`src/rtl/bs_pkg.sv`:
```
// Shared types for the boot fallback sequencer.
// Assumes a single clock domain; no assumptions on flash timing.
package bs_pkg;
    typedef enum logic [3:0] {
        ST_IDLE,
        ST_HDR_REQ,
        ST_HDR_RD,
        ST_PRI_REQ,
        ST_GLD_REQ,
        ST_SYNC_WAIT,
        ST_LOAD,
        ST_BOOTED,
        ST_HALT
    } bs_state_e;

    localparam logic [1:0] IMG_NONE = 2'd0;
    localparam logic [1:0] IMG_PRI  = 2'd1;
    localparam logic [1:0] IMG_GLD  = 2'd2;
endpackage

```
`src/rtl/bs_hdr_parse.sv`:
```
// Collects the header bytes into the primary start address.
// Assumes bytes arrive first-is-most-significant. An all-ones header means
// erased flash and selects the default primary address.
module bs_hdr_parse #(
    parameter int          ADDR_W  = 24,
    parameter int          BYTE_W  = 8,
    parameter logic [23:0] DEF_PRI = 24'h600000
) (
    input  logic              clk,
    input  logic              rst_n,
    input  logic              clr,
    input  logic              take,
    input  logic [BYTE_W-1:0] byte_in,
    output logic              full,
    output logic [ADDR_W-1:0] pri_addr
);
    localparam int NBYTES = ADDR_W / BYTE_W;
    localparam int CNT_W  = $clog2(NBYTES + 1);

    logic [ADDR_W-1:0] shreg_q;
    logic [CNT_W-1:0]  cnt_q;

    assign full     = (cnt_q == CNT_W'(NBYTES));
    assign pri_addr = (&shreg_q) ? ADDR_W'(DEF_PRI) : shreg_q;

    // Shift in header bytes until the address is complete.
    always_ff @(posedge clk) begin
        if (!rst_n || clr) begin
            shreg_q <= '0;
            cnt_q   <= '0;
        end else if (take && !full) begin
            shreg_q <= {shreg_q[ADDR_W-BYTE_W-1:0], byte_in};
            cnt_q   <= cnt_q + 1'b1;
        end
    end

    AST_HDR_HOLD: assert property (@(posedge clk) disable iff (!rst_n)
        (full && !clr) |=> $stable(shreg_q));
endmodule

```
`src/rtl/bs_wdog.sv`:
```
// Sync watchdog: counts cycles while waiting for sync and flags expiry
// on the WDOG_CYC-th waiting cycle. Cleared at each image request.
module bs_wdog #(
    parameter int WDOG_CYC = 64
) (
    input  logic clk,
    input  logic rst_n,
    input  logic clr,
    input  logic run,
    output logic expired
);
    localparam int WD_W = (WDOG_CYC > 2) ? $clog2(WDOG_CYC) : 1;
    localparam logic [WD_W-1:0] LIM = WD_W'(WDOG_CYC - 1);

    logic [WD_W-1:0] cnt_q;

    assign expired = run && (cnt_q == LIM);

    // Count waiting cycles, saturating at the limit.
    always_ff @(posedge clk) begin
        if (!rst_n || clr) begin
            cnt_q <= '0;
        end else if (run && cnt_q != LIM) begin
            cnt_q <= cnt_q + 1'b1;
        end
    end

    AST_WD_BOUND: assert property (@(posedge clk) disable iff (!rst_n)
        cnt_q <= LIM);
endmodule

```
`src/rtl/bs_status.sv`:
```
// Sticky status flags and loaded-image code. Holds them until reset.
module bs_status
    import bs_pkg::*;
(
    input  logic       clk,
    input  logic       rst_n,
    input  logic       ev_boot,
    input  logic       boot_gold,
    input  logic       ev_fb,
    input  logic       ev_crc,
    input  logic       ev_wdog,
    output logic [1:0] img,
    output logic       fb,
    output logic       crc,
    output logic       wdog
);
    logic [1:0] img_q;
    logic       fb_q, crc_q, wdog_q;

    assign img  = img_q;
    assign fb   = fb_q;
    assign crc  = crc_q;
    assign wdog = wdog_q;

    // Latch each event flag; record which image completed.
    always_ff @(posedge clk) begin
        if (!rst_n) begin
            img_q  <= IMG_NONE;
            fb_q   <= 1'b0;
            crc_q  <= 1'b0;
            wdog_q <= 1'b0;
        end else begin
            if (ev_boot) img_q  <= boot_gold ? IMG_GLD : IMG_PRI;
            if (ev_fb)   fb_q   <= 1'b1;
            if (ev_crc)  crc_q  <= 1'b1;
            if (ev_wdog) wdog_q <= 1'b1;
        end
    end

    AST_FB_STICKY: assert property (@(posedge clk) disable iff (!rst_n)
        fb_q |=> fb_q);
    AST_IMG_HELD: assert property (@(posedge clk) disable iff (!rst_n)
        (img_q != IMG_NONE) |=> $stable(img_q));
endmodule

```
`src/rtl/bootseq_top.sv`:
```
// Boot fallback sequencer top: reads the header, requests the primary
// image, watches sync/CRC/done and falls back once to the golden image.
// Assumes crc_err and cfg_done are only meaningful after sync.
module bootseq_top
    import bs_pkg::*;
#(
    parameter int          ADDR_W    = 24,
    parameter int          BYTE_W    = 8,
    parameter logic [23:0] HDR_ADDR  = 24'h000000,
    parameter logic [23:0] DEF_PRI   = 24'h600000,
    parameter logic [23:0] GOLD_ADDR = 24'h010000,
    parameter int          WDOG_CYC  = 64
) (
    input  logic              clk,
    input  logic              rst_n,
    input  logic              crc_reset_en,
    output logic [ADDR_W-1:0] rd_addr,
    output logic              rd_start,
    input  logic              rd_valid,
    input  logic [BYTE_W-1:0] rd_data,
    input  logic              sync_seen,
    input  logic              crc_err,
    input  logic              cfg_done,
    output logic [1:0]        img_loaded,
    output logic              boot_done,
    output logic              halted,
    output logic              fb_taken,
    output logic              crc_flag,
    output logic              wdog_flag
);
    bs_state_e         state_q, state_d;
    logic              gold_q;
    logic              hdr_full;
    logic [ADDR_W-1:0] pri_addr;
    logic              wd_exp;
    logic              ev_boot, ev_fb, ev_crc, ev_wdog;

    bs_hdr_parse #(.ADDR_W(ADDR_W), .BYTE_W(BYTE_W), .DEF_PRI(DEF_PRI)) u_hdr (
        .clk      (clk),
        .rst_n    (rst_n),
        .clr      (state_q == ST_HDR_REQ),
        .take     (state_q == ST_HDR_RD && rd_valid),
        .byte_in  (rd_data),
        .full     (hdr_full),
        .pri_addr (pri_addr)
    );

    bs_wdog #(.WDOG_CYC(WDOG_CYC)) u_wdog (
        .clk     (clk),
        .rst_n   (rst_n),
        .clr     (rd_start),
        .run     (state_q == ST_SYNC_WAIT),
        .expired (wd_exp)
    );

    // Next-state logic; sync beats expiry, CRC beats done.
    always_comb begin
        state_d = state_q;
        unique case (state_q)
            ST_IDLE:      state_d = ST_HDR_REQ;
            ST_HDR_REQ:   state_d = ST_HDR_RD;
            ST_HDR_RD:    if (hdr_full) state_d = ST_PRI_REQ;
            ST_PRI_REQ:   state_d = ST_SYNC_WAIT;
            ST_GLD_REQ:   state_d = ST_SYNC_WAIT;
            ST_SYNC_WAIT: begin
                if (sync_seen)   state_d = ST_LOAD;
                else if (wd_exp) state_d = gold_q ? ST_HALT : ST_GLD_REQ;
            end
            ST_LOAD: begin
                if (crc_err)       state_d = (!gold_q && crc_reset_en) ? ST_GLD_REQ : ST_HALT;
                else if (cfg_done) state_d = ST_BOOTED;
            end
            ST_BOOTED:    state_d = ST_BOOTED;
            ST_HALT:      state_d = ST_HALT;
            default:      state_d = ST_HALT;
        endcase
    end

    // State register and golden-attempt marker.
    always_ff @(posedge clk) begin
        if (!rst_n) begin
            state_q <= ST_IDLE;
            gold_q  <= 1'b0;
        end else begin
            state_q <= state_d;
            if (state_q == ST_PRI_REQ) gold_q <= 1'b0;
            if (state_q == ST_GLD_REQ) gold_q <= 1'b1;
        end
    end

    // Read request strobe and its address.
    always_comb begin
        rd_start = 1'b0;
        rd_addr  = '0;
        case (state_q)
            ST_HDR_REQ: begin rd_start = 1'b1; rd_addr = ADDR_W'(HDR_ADDR);  end
            ST_PRI_REQ: begin rd_start = 1'b1; rd_addr = pri_addr;           end
            ST_GLD_REQ: begin rd_start = 1'b1; rd_addr = ADDR_W'(GOLD_ADDR); end
            default: ;
        endcase
    end

    // Event strobes for the status block.
    assign ev_wdog = (state_q == ST_SYNC_WAIT) && !sync_seen && wd_exp;
    assign ev_crc  = (state_q == ST_LOAD) && crc_err;
    assign ev_boot = (state_q == ST_LOAD) && !crc_err && cfg_done;
    assign ev_fb   = (state_d == ST_GLD_REQ) && (state_q != ST_GLD_REQ);

    bs_status u_stat (
        .clk       (clk),
        .rst_n     (rst_n),
        .ev_boot   (ev_boot),
        .boot_gold (gold_q),
        .ev_fb     (ev_fb),
        .ev_crc    (ev_crc),
        .ev_wdog   (ev_wdog),
        .img       (img_loaded),
        .fb        (fb_taken),
        .crc       (crc_flag),
        .wdog      (wdog_flag)
    );

    assign boot_done = (state_q == ST_BOOTED);
    assign halted    = (state_q == ST_HALT);

    AST_START_PULSE: assert property (@(posedge clk) disable iff (!rst_n)
        rd_start |=> !rd_start);
    AST_GOLD_TARGET: assert property (@(posedge clk) disable iff (!rst_n)
        (rd_start && fb_taken) |-> (rd_addr == ADDR_W'(GOLD_ADDR)));
    AST_CRC_NO_RETRY: assert property (@(posedge clk) disable iff (!rst_n)
        (state_q == ST_LOAD && crc_err && !crc_reset_en) |=> halted);
    AST_HALT_FINAL: assert property (@(posedge clk) disable iff (!rst_n)
        halted |=> (halted && !rd_start && !boot_done));
    AST_PRE_SYNC_CRC: assert property (@(posedge clk) disable iff (!rst_n)
        (state_q == ST_SYNC_WAIT && crc_err && !sync_seen && !wd_exp) |=> !crc_flag || $past(crc_flag));
endmodule

```
`config.mk`:
```
export PLATFORM = sky130hd
export DESIGN_NAME = bootseq_top
export DESIGN_NICKNAME = d
export VERILOG_FILES = /design/src/rtl/bs_pkg.sv /design/src/rtl/bs_hdr_parse.sv /design/src/rtl/bs_wdog.sv /design/src/rtl/bs_status.sv /design/src/rtl/bootseq_top.sv
export SDC_FILE = /design/constraint.sdc
export NUM_CORES = 1
export LEC_CHECK = 0
export BUFFER_PORTS_ARGS = -buffer_cell sky130_fd_sc_hd__buf_2
export CAP_MARGIN = 10
export CELL_PAD_IN_SITES_DETAIL_PLACEMENT = 0
export CELL_PAD_IN_SITES_GLOBAL_PLACEMENT = 1
export CORE_MARGIN = 5
export CORE_UTILIZATION = 39
export DETAILED_ROUTE_END_ITERATION = 8
export PLACE_DENSITY = 0.84
export SETUP_SLACK_MARGIN = 0.02
export SLEW_MARGIN = 10
export SYNTH_ARGS = -nofsm -noshare
export SYNTH_HDL_FRONTEND = slang
export SYNTH_HIERARCHICAL = 1
export SYNTH_SLANG_ARGS = --single-unit
export TNS_END_PERCENT = 20
```
`constraint.sdc`:
```
create_clock -name clk -period 2.2 [get_ports clk]
set_clock_uncertainty 0.05 [all_clocks]
set_input_delay 0.33 -clock clk [delete_from_list [all_inputs] [get_ports clk]]
set_output_delay 0.33 -clock clk [all_outputs]
set_load 0.005 [all_outputs]
```
==> metrics.md <==
| Metric | Value |
|---|---|
| P per Cell Area | `between 600 and 700 mW/mm^2` |
| Drc violations | `0` |
| Core Rows | `27` |
| CORE AREA | `0.00554 sq mm` |
| Synth-to-layout area growth | `18.0%` |
| Vias | `slightly above 2000` |
| Max rail drop VDD | `0.259 mV` |
| Dominant cells by area after synthesis | `dfxtp_1, nand2_1, a21oi_1` |
| Reg clk slew, reported paths | `70 ps` |
| ANT nets after route | `0` |
| Remaining global-route overflow | `0` |
| Synthesized area | `roughly 0.0022 sq mm` |
| Number of synthesized flops with an enable pin | `0` |
| Buffers on Ports | `between 40 and 50` |
| GRT Resource Usage Total | `0.143` |
| Max Buffers Root-to-Sink | `2` |
| Drt via density | `between 5 and 6` |
| Die area | `0.00733 sq mm` |
| Fmax achieved | `476 MHz` |
| Outcome | `completed` |
| WL final | `5210 microns` |
| Die X | `roughly 86 microns` |
| Critical path endpoint category | `output port` |
| Final total power | `~0.0017 W` |
| Initial DRT Pass Iterations | `4` |
| Hold slack final | `around 220 ps` |
| Synth Warn # | `6` |
| CP Class | `reg2out` |
| H-tree depth | `2` |
| Multi-input combinational cell area | `0.00125 sq mm` |
| Commonest register cell after synthesis | `dfxtp_1` |
| Total CTS buffers | `5` |
| Critical Path Max Stage Delay | `roughly 370 ps` |
| Fin crit share | `0.955` |
| Antenna cells | `0` |
| Syn Area/Cell | `~7.9 sq um` |
| Slew at the pin closest to its max-slew limit | `481 ps` |
| FF+latch count, synth | `between 40 and 50` |
| Largest net degree at the start of global routing | `27` |
| Cell count after synthesis | `approximately 280` |
| Initial DRC count | `130` |
| Max-slew headroom | `0.679` |
| First-pass GRT wire length | `roughly 8400 microns` |
| Max-cap violations | `0` |
| Root Buffer | `clkbuf_8` |
| CP arrival | `roughly 1700 ps` |
| Hold Path Class | `in2reg` |
| Slowest-stage cell, CP | `dfxtp_2` |
| Register area share after synthesis | `0.377` |
| Number of global-route vias before repair | `roughly 1800` |
| Data required, critical path | `about 1800 ps` |
| TNS Setup | `0 ps` |
| Nets | `343` |
| Starting Density | `0.403` |
| RSZ-0062 raised after global routing | `true` |
| Layout cells sized above 1 | `0.242` |
| Final period demand of the worst path | `approximately 2100 ps` |
| Yosys top cell area share | `0.377` |
| Die H | `roughly 86 microns` |
| Gpl congestion | `approximately 0.8` |
| List of most frequent post-synthesis cells | `nand2_1, dfxtp_1, a21oi_1, and2_1, a21boi_1` |
| Asr flop ratio synth | `0` |
| DP HPWL | `~3800 microns` |
| Final hold vios | `0` |
| Ports | `47` |
| Setup crit start kind | `register` |
| Most common cell in the netlist | `nand2_1` |
| Yosys cell types | `39` |
| Max-slew violations | `0` |
| Max FO, Critical Path | `11` |
| Synth area leader | `dfxtp_1` |
| Crit-path leading delay family | `simple AND/OR/NAND/NOR gates` |
| Reg area | `~850 sq um` |
| Final Setup Violations | `0` |
| Initial antenna violation count | `0` |
| Synth Net Count | `301` |
| Routed len/inst | `~13 microns` |
| CTS tree | `built` |
| Crit path cell chain | `nand4_1 -> nor4_4 -> buf_6 -> a21boi_1 -> and2_1 -> buf_2` |
| Buf+Inv Stages, Crit Path | `2` |
| Pleak | `about 1.1 nW` |
| Sink Count | `42` |
| Final core occ | `0.475` |
| Layout fillers | `572` |
| Worst skew pair latency | `roughly 290 ps` |
-- repair_timing --
action,CTS,global route
buffers inserted,0,1
setup endpoints to repair,0,22
gates resized for setup,0,12
hold buffers,0,0
-- path summary, 6_finish.rpt --
check             slack [ps]        startpoint          endpoint  cells after the start
hold / removal           220        rd_data[0]  u_hdr/shreg_q[0]                      3
setup reg to reg         310        state_q[3]        state_q[2]                      7
setup / recovery         100  u_hdr/shreg_q[0]        rd_addr[3]                      6
hold reg to reg          410    u_hdr/cnt_q[1]    u_hdr/cnt_q[1]                      2
-- cell families (layout without fill, tap and decap cells) --
group                      Yosys count  count (layout)  synth area share
adders and majority gates            2               2            0.0112
buffers and inverters               28              71            0.0662
xor gates and xnor gates             1               1           0.00393
and+or+nand+nor                    128             128             0.300
DFF                                 42              42             0.377
AOI/OAI and AO/OA                   80              80             0.228
muxes                                3               3            0.0135
-- metrics by stage --
step / area (sq um) / setup WS [ps] / cells
floorplan: 2230 / 595 / 284
global placement: 2480 / 390 / 388
detailed placement: 2480 / 353 / 388
CTS: 2590 / 28.5 / 396
global route: 2630 / 3.30 / 399
finish: 2630 / 98.0 / 399
-- registers in the layout, indices dropped and copies added, names as in the netlist --
register	cells
u_hdr/shreg_q	24
u_wdog/cnt_q	6
state_q	4
u_hdr/cnt_q	2
u_stat/img	2
gold_q	1
u_stat/crc	1
u_stat/fb	1
u_stat/wdog	1
-- power by group --
part | leakage (nW) | switching, W | internal (W)
sequential | 0.342 | 0.0000416 | 0.000787
clock | 0.0524 | 0.000251 | 0.000340
combinational | 0.690 | 0.000157 | 0.000101
total | 1.08 | 0.000450 | 0.00123
-- routing by layer --
metal	wire length, microns	vias to the layer above	global-route usage
li1	-	1046	-
met5	0	-	0
met4	70	0	0.0561
met3	321	7	0.0365
met2	2210	48	0.209
met1	2600	918	0.199
-- final cells by class --
type                    count  area share
repair buffers             56       0.119
flip-flops and latches     42       0.322
inverters                   7     0.00998
multi-input cells         214       0.475
clock inverters             1      0.0114
clock buffers               7      0.0290
well taps                  72      0.0342
-- layout by cell type (no fill, tap or decap), drive strengths merged, types with 8 or more instances in the layout --
master,n
nand2,61
buf,56
dfxtp,42
a21oi,34
and2,25
a21boi,23
nor2,9
o21ai,8
-- worst reg2reg max path: stages (launching register included) --
cell     delay, ps
dfxtp_1        460
or2b_1         360
nor2_4         210
inv_1           90
nor2_1         260
a21oi_1        110
o21ai_0        170
a21oi_1         80
Note: power is estimated with default switching activity, not from simulation.
